--- src/rtl/pga_pkg.sv ---
package pga_pkg;
  localparam int FIXED_VECS = 3;
  localparam int FIRST_CFG  = FIXED_VECS + 1;
  localparam int NONE_LVL   = 256;

  typedef enum logic [1:0] {
    RUN_FAULT = 2'd0,
    RUN_GLOBAL = 2'd1,
    RUN_BASE  = 2'd2,
    RUN_FREE  = 2'd3
  } run_src_e;

  function automatic int fixed_level(input int v);
    return v - 4; // 1 -> -3, 2 -> -2, 3 -> -1
  endfunction
endpackage

--- src/rtl/pga_prio_map.sv ---
module pga_prio_map
  import pga_pkg::*;
#(
  parameter int NUM_VEC = 32,
  parameter int PRIO_W  = 8,
  localparam int SP_W   = PRIO_W + 2
) (
  input  logic [NUM_VEC*PRIO_W-1:0] prio_i,
  output logic [NUM_VEC*SP_W-1:0]   eff_o
);
  for (genvar v = 0; v < NUM_VEC; v++) begin : g_vec
    if (v >= 1 && v <= FIXED_VECS) begin : g_fixed
      localparam logic signed [SP_W-1:0] LVL = SP_W'(fixed_level(v));
      assign eff_o[v*SP_W +: SP_W] = LVL;
    end else begin : g_cfg
      assign eff_o[v*SP_W +: SP_W] = {2'b00, prio_i[v*PRIO_W +: PRIO_W]};
    end
  end
endmodule

--- src/rtl/pga_pend_scan.sv ---
module pga_pend_scan
  import pga_pkg::*;
#(
  parameter int NUM_VEC = 32,
  parameter int PRIO_W  = 8,
  localparam int SP_W   = PRIO_W + 2,
  localparam int VEC_W  = $clog2(NUM_VEC)
) (
  input  logic [NUM_VEC-1:0]      cand_i,
  input  logic [NUM_VEC*SP_W-1:0] eff_i,
  output logic [VEC_W-1:0]        vec_o,
  output logic signed [SP_W-1:0]  prio_o
);
  always_comb begin
    logic signed [SP_W-1:0] best;
    logic [VEC_W-1:0] best_v;
    best   = SP_W'(NONE_LVL);
    best_v = '0;
    // ascending scan, strict compare: lowest number wins ties
    for (int v = 1; v < NUM_VEC; v++) begin
      if (cand_i[v] && ($signed(eff_i[v*SP_W +: SP_W]) < best)) begin
        best   = $signed(eff_i[v*SP_W +: SP_W]);
        best_v = VEC_W'(v);
      end
    end
    vec_o  = best_v;
    prio_o = best;
  end
endmodule

--- src/rtl/pga_act_scan.sv ---
module pga_act_scan
  import pga_pkg::*;
#(
  parameter int NUM_VEC = 32,
  parameter int PRIO_W  = 8,
  localparam int SP_W   = PRIO_W + 2
) (
  input  logic [NUM_VEC-1:0]      act_i,
  input  logic [NUM_VEC*SP_W-1:0] eff_i,
  input  logic [SP_W-1:0]         gmask_i,
  output logic signed [SP_W-1:0]  act_prio_o
);
  always_comb begin
    logic signed [SP_W-1:0] lo;
    lo = SP_W'(NONE_LVL);
    for (int v = 1; v < NUM_VEC; v++) begin
      if (act_i[v] && ($signed(eff_i[v*SP_W +: SP_W]) < lo))
        lo = $signed(eff_i[v*SP_W +: SP_W]);
    end
    act_prio_o = lo & $signed(gmask_i);
  end
endmodule

--- src/rtl/pga_run_prio.sv ---
module pga_run_prio
  import pga_pkg::*;
#(
  parameter int PRIO_W = 8,
  localparam int SP_W  = PRIO_W + 2
) (
  input  logic                   faultmask_i,
  input  logic                   primask_i,
  input  logic [PRIO_W-1:0]      basepri_i,
  input  logic [SP_W-1:0]        gmask_i,
  input  logic signed [SP_W-1:0] act_prio_i,
  output logic signed [SP_W-1:0] exec_prio_o
);
  run_src_e src;
  logic signed [SP_W-1:0] run_lvl;

  always_comb begin
    if (faultmask_i)           src = RUN_FAULT;
    else if (primask_i)        src = RUN_GLOBAL;
    else if (basepri_i != '0)  src = RUN_BASE;
    else                       src = RUN_FREE;
  end

  always_comb begin
    unique case (src)
      RUN_FAULT:  run_lvl = -SP_W'(1);
      RUN_GLOBAL: run_lvl = '0;
      RUN_BASE:   run_lvl = $signed({2'b00, basepri_i} & gmask_i);
      default:    run_lvl = SP_W'(NONE_LVL);
    endcase
    exec_prio_o = (run_lvl < act_prio_i) ? run_lvl : act_prio_i;
  end
endmodule

--- src/rtl/pgrp_irq_arb.sv ---
module pgrp_irq_arb
  import pga_pkg::*;
#(
  parameter int NUM_VEC = 32,
  parameter int PRIO_W  = 8,
  parameter int GRP_W   = 3,
  localparam int SP_W   = PRIO_W + 2,
  localparam int VEC_W  = $clog2(NUM_VEC)
) (
  input  logic                      clk,
  input  logic                      rst_n,
  input  logic [NUM_VEC-1:0]        vec_en_i,
  input  logic [NUM_VEC-1:0]        vec_pend_i,
  input  logic [NUM_VEC-1:0]        vec_act_i,
  input  logic [NUM_VEC*PRIO_W-1:0] prio_i,
  input  logic [GRP_W-1:0]          grp_i,
  input  logic                      faultmask_i,
  input  logic                      primask_i,
  input  logic [PRIO_W-1:0]         basepri_i,
  output logic [VEC_W-1:0]          pend_vec_o,
  output logic [SP_W-1:0]           pend_prio_o,
  output logic [SP_W-1:0]           act_prio_o,
  output logic [SP_W-1:0]           exec_prio_o,
  output logic                      irq_o,
  output logic                      take_o
);
  logic [NUM_VEC*SP_W-1:0] eff;
  logic [SP_W-1:0]         gmask;
  logic [VEC_W-1:0]        sel_vec;
  logic signed [SP_W-1:0]  sel_prio, act_lvl, exec_lvl;

  assign gmask = {SP_W{1'b1}} << ({1'b0, grp_i} + 1'b1);

  pga_prio_map #(.NUM_VEC(NUM_VEC), .PRIO_W(PRIO_W)) u_map (
    .prio_i(prio_i), .eff_o(eff));

  pga_pend_scan #(.NUM_VEC(NUM_VEC), .PRIO_W(PRIO_W)) u_pend (
    .cand_i(vec_en_i & vec_pend_i), .eff_i(eff),
    .vec_o(sel_vec), .prio_o(sel_prio));

  pga_act_scan #(.NUM_VEC(NUM_VEC), .PRIO_W(PRIO_W)) u_act (
    .act_i(vec_act_i), .eff_i(eff), .gmask_i(gmask), .act_prio_o(act_lvl));

  pga_run_prio #(.PRIO_W(PRIO_W)) u_run (
    .faultmask_i(faultmask_i), .primask_i(primask_i), .basepri_i(basepri_i),
    .gmask_i(gmask), .act_prio_i(act_lvl), .exec_prio_o(exec_lvl));

  always_ff @(posedge clk or negedge rst_n) begin
    if (!rst_n) begin
      pend_vec_o  <= '0;
      pend_prio_o <= SP_W'(NONE_LVL);
      act_prio_o  <= SP_W'(NONE_LVL);
      exec_prio_o <= SP_W'(NONE_LVL);
      irq_o       <= 1'b0;
      take_o      <= 1'b0;
    end else begin
      pend_vec_o  <= sel_vec;
      pend_prio_o <= sel_prio;
      act_prio_o  <= act_lvl;
      exec_prio_o <= exec_lvl;
      irq_o       <= sel_prio < act_lvl;
      take_o      <= exec_lvl > sel_prio;
    end
  end


  sel_valid_chk: assert property (@(posedge clk) disable iff (!rst_n)
    (pend_vec_o != '0) == (pend_prio_o != SP_W'(NONE_LVL)));

  irq_needs_pend_chk: assert property (@(posedge clk) disable iff (!rst_n)
    irq_o |-> (pend_vec_o != '0));

  take_needs_pend_chk: assert property (@(posedge clk) disable iff (!rst_n)
    take_o |-> (pend_vec_o != '0));

  exec_not_above_act_chk: assert property (@(posedge clk) disable iff (!rst_n)
    $signed(exec_prio_o) <= $signed(act_prio_o));

  sel_had_cand_chk: assert property (@(posedge clk) disable iff (!rst_n)
    (pend_vec_o != '0) |-> ($past((vec_en_i & vec_pend_i) >> 1) != '0));
endmodule

--- config.mk ---
export PLATFORM = sky130hd
export DESIGN_NAME = pgrp_irq_arb
export DESIGN_NICKNAME = d
export VERILOG_FILES = /design/src/rtl/pga_pkg.sv /design/src/rtl/pga_prio_map.sv /design/src/rtl/pga_pend_scan.sv /design/src/rtl/pga_act_scan.sv /design/src/rtl/pga_run_prio.sv /design/src/rtl/pgrp_irq_arb.sv
export SDC_FILE = /design/constraint.sdc
export NUM_CORES = 1
export LEC_CHECK = 0
export ABC_AREA = 1
export ABC_CLOCK_PERIOD_IN_PS = 800
export BUFFER_PORTS_ARGS = -buffer_cell sky130_fd_sc_hd__buf_2
export CAP_MARGIN = 30
export CORE_AREA = 2 2 259 261
export DETAILED_ROUTE_END_ITERATION = 8
export DIE_AREA = 0 0 261 263
export GPL_TIMING_DRIVEN = 1
export PLACE_DENSITY_LB_ADDON = 0.1
export SLEW_MARGIN = 15
export SYNTH_ARGS = -nofsm -noshare
export SYNTH_HDL_FRONTEND = slang
export SYNTH_SLANG_ARGS = --single-unit
--- constraint.sdc ---
create_clock -name clk -period 0.8 [get_ports clk]
set_input_delay 0.16 -clock clk [delete_from_list [all_inputs] [get_ports clk]]
set_output_delay 0.16 -clock clk [all_outputs]
set_load 0.1 [all_outputs]
==> results.txt <==
vias per inst: 4.79
H-tree depth: 2
initial core utilization: 28.8%
leakage power: 19.1 nW
Worst VDD drop: 1.56 mV
Simple-Gate Fraction of Synth Area: 41.1%
CP arrival: 35950 ps
num ports: 404
Flop pwr share: 5.5%
Worst Tran Pin Value: 525 ps
adder and majority gate portion of the synthesized area: 24.1%
final net count: 5581
fin cells: 5723
drt first-iter violations: 1133
Net Sw Frac: 49.8%
sequential-to-total area share from yosys stat: 4.92%
#FFs+latches synth: 37
total gr overflow: 0
Post-synth EDFFs: 0
Tcrit/Tclk final: 4470%
Synth top cells by count: 952 x nand2_1, 367 x inv_1, 366 x o21ai_0
Total Routing Usage GR: 24.0%
first-pass GRT wire length: 133000 microns
Synth Net Count: 3975
placed cell count: 5486
asr flop ratio synth: 100%
Synth top area share: 24.1%
post-synthesis mux area share: 0.159%
combinational fraction of design power: 91.3%
Syn Area/Cell: 5.83 sq um
synth unique cells: 49
antenna violations before repair: 24
DP HPWL: 71400 microns
Worst setup EP type: register
Synth Instances: 3244
DRT Pass-1 Iters: 5
clk slew on worst S/H paths: 70 ps
vias in the first global route: 26500
share of cells above drive strength 1: 52.0%
die area: 68600 sq um
slowest stage cell, crit path: nor4_1
CTS max path bufs: 2
CP Max Fanout: 8
Setup WS pre-CTS: -37000 ps
minimum clock period: 35770 ps
most used flip-flop cell after synthesis: dfrtp_1
Synth area leader: ha_1
largest net degree at the start of global routing: 38
Req. time, crit path: 990 ps
Total Power: 0.0655 W
Slew HR: 65.0%
HP Class: in -> reg
Root Buffer: clkbuf_16
Final Wtd Congestion: 0.905
worst setup margin: -34970 ps
CP startpoint kind: input pin
Synth Area in XOR/XNOR: 0%
Die Span X: 261 microns
Hold WS: 346 ps
FP Rows: 94
Max Transition Viols Final: 0
# fillers: 6638
Core Util, Final: 55.0%
Crit path largest cell delay: 380 ps
Ys Warns: 0
final setup fails: 74
highest clock rate: 28.0 MHz
kind of critical path: in -> reg
Port Buffers: 368
Final Hold Viols: 0
Clk pwr share: 3.2%
status: complete, but fails checks
failing checks: negative setup slack
Mapped Area: 18900 sq um
maxcap violations: 0
Switch Pwr: 0.0326 W
CTS sink cnt: 37
P per Cell Area: 1810 nW/um^2
die height: 263 microns
Synth Area in Compound Gates: 18.2%
largest family of logic cells by synthesized area: simple AND/OR/NAND/NOR gates
CTS tree: built
routed length per instance: 15.4 microns
CTS buffer count: 5
most frequent CP cell: buf_6
# DRC: 0
top-count cell post-synth: nand2_1
Final ANT Viol Nets: 0
DR vias: 27400
Synth-to-Final Area Change: 90.7%
RSZ-0062 raised after global routing: true
top post-synthesis cells by area: ha_1 24%, nand2_1 19%, o21ai_0 9.7%
routed wire length: 88200 microns
internal power: 0.0329 W
core area: 65600 sq um
path summary, 6_finish.rpt:
path,from,end,cells after the start
worst max-delay path,vec_pend_i[2],take_o,259
worst min-delay path,prio_i[252],pend_prio_o[4],5
max in group asynchronous,rst_n,act_prio_o[8],3
min in group asynchronous,rst_n,act_prio_o[2],3
kinds of logic (layout without fill, tap and decap cells):
logic type	Yosys count	in the layout
buf+inv	510	2079
compound gates	647	647
flops	37	37
simple gates	1683	1721
fa+ha+maj	364	364
other cells	0	8
mux	3	3
placed cells by master, fill, tap and decap left out, types with 12 or more instances in the layout:
| cell | instances |
|---|---|
| a211oi_2 | 13 |
| a21oi_1 | 74 |
| a21oi_2 | 46 |
| buf_12 | 41 |
| buf_2 | 326 |
| buf_4 | 1188 |
| buf_6 | 80 |
| dfrtp_4 | 34 |
| ha_1 | 303 |
| ha_4 | 54 |
| inv_1 | 323 |
| inv_2 | 83 |
| nand2_1 | 811 |
| nand2_2 | 177 |
| nand2_4 | 38 |
| nand3_1 | 170 |
| nand3_2 | 37 |
| nand3_4 | 61 |
| nand3b_1 | 20 |
| nand4_1 | 127 |
| nor2_1 | 167 |
| nor2_2 | 30 |
| nor3_2 | 18 |
| o211ai_1 | 12 |
| o21ai_0 | 66 |
| o21ai_1 | 156 |
| o21ai_2 | 145 |
| o21ai_4 | 50 |
| o21bai_1 | 13 |
| o22ai_1 | 20 |
| or2_2 | 20 |
power by group through the flow:
stage	Sequential (W)	Clock (W)	Combinational [W]
CTS	0.00360	0.00222	0.0525
detailed placement	0.00363	0	0.0487
floorplan	0.00806	0	0.0212
finish	0.00358	0.00212	0.0598
global route	0.00363	0.00226	0.0656
global placement	0.00362	0	0.0485
cell type report:
class / count / area (sq um) / area share, %
Clock buffer: 5 / 125 / 0.347
Antenna cell: 8 / 20.0 / 0.0555
Timing Repair inverter: 1 / 7.51 / 0.0208
Clock inverter: 3 / 25.0 / 0.0694
Tap cell: 864 / 1080 / 3.00
Inverter: 429 / 1660 / 4.59
Timing Repair Buffer: 1641 / 12400 / 34.3
Sequential cell: 37 / 1070 / 2.96
Multi-Input combinational cell: 2735 / 19700 / 54.7
registers in the layout, summed over array words and instances (netlist names):
| name | count |
|---|---|
| take_o | 1 |
| irq_o | 1 |
| exec_prio_o | 10 |
| pend_prio_o | 10 |
| act_prio_o | 10 |
| pend_vec_o | 5 |
stage by stage:
step                instance area, sq um  setup TNS (ps)
floorplan                          19900        -1124630
global placement                   30600        -1166610
detailed placement                 30600        -1177250
CTS                                33200        -1102290
global route                       36100        -1211770
finish                             36100        -1116090
critical path, delay by kind of cell:
family,cells,cell delay [ps]
AOI/OAI and AO/OA,100,13070
adders and majority gates,28,7300
buffers and inverters,50,6400
and+or+nand+nor,81,8960
timing repair:
action,4_1_cts,5_1_grt
setup endpoints to repair,73,74
hold endpoints to repair,34,0
gates resized for setup,390,563
gates cloned,36,12
buffers inserted,112,65
hold buffers,1,0
pin swaps,86,181
layer usage:
layer	wire (microns)	GRT usage, %
met1	38600	30.4
met2	43900	42.8
met3	3360	2.75
met4	2220	6.10
met5	142	0
Power figures use the tool's default switching activity.
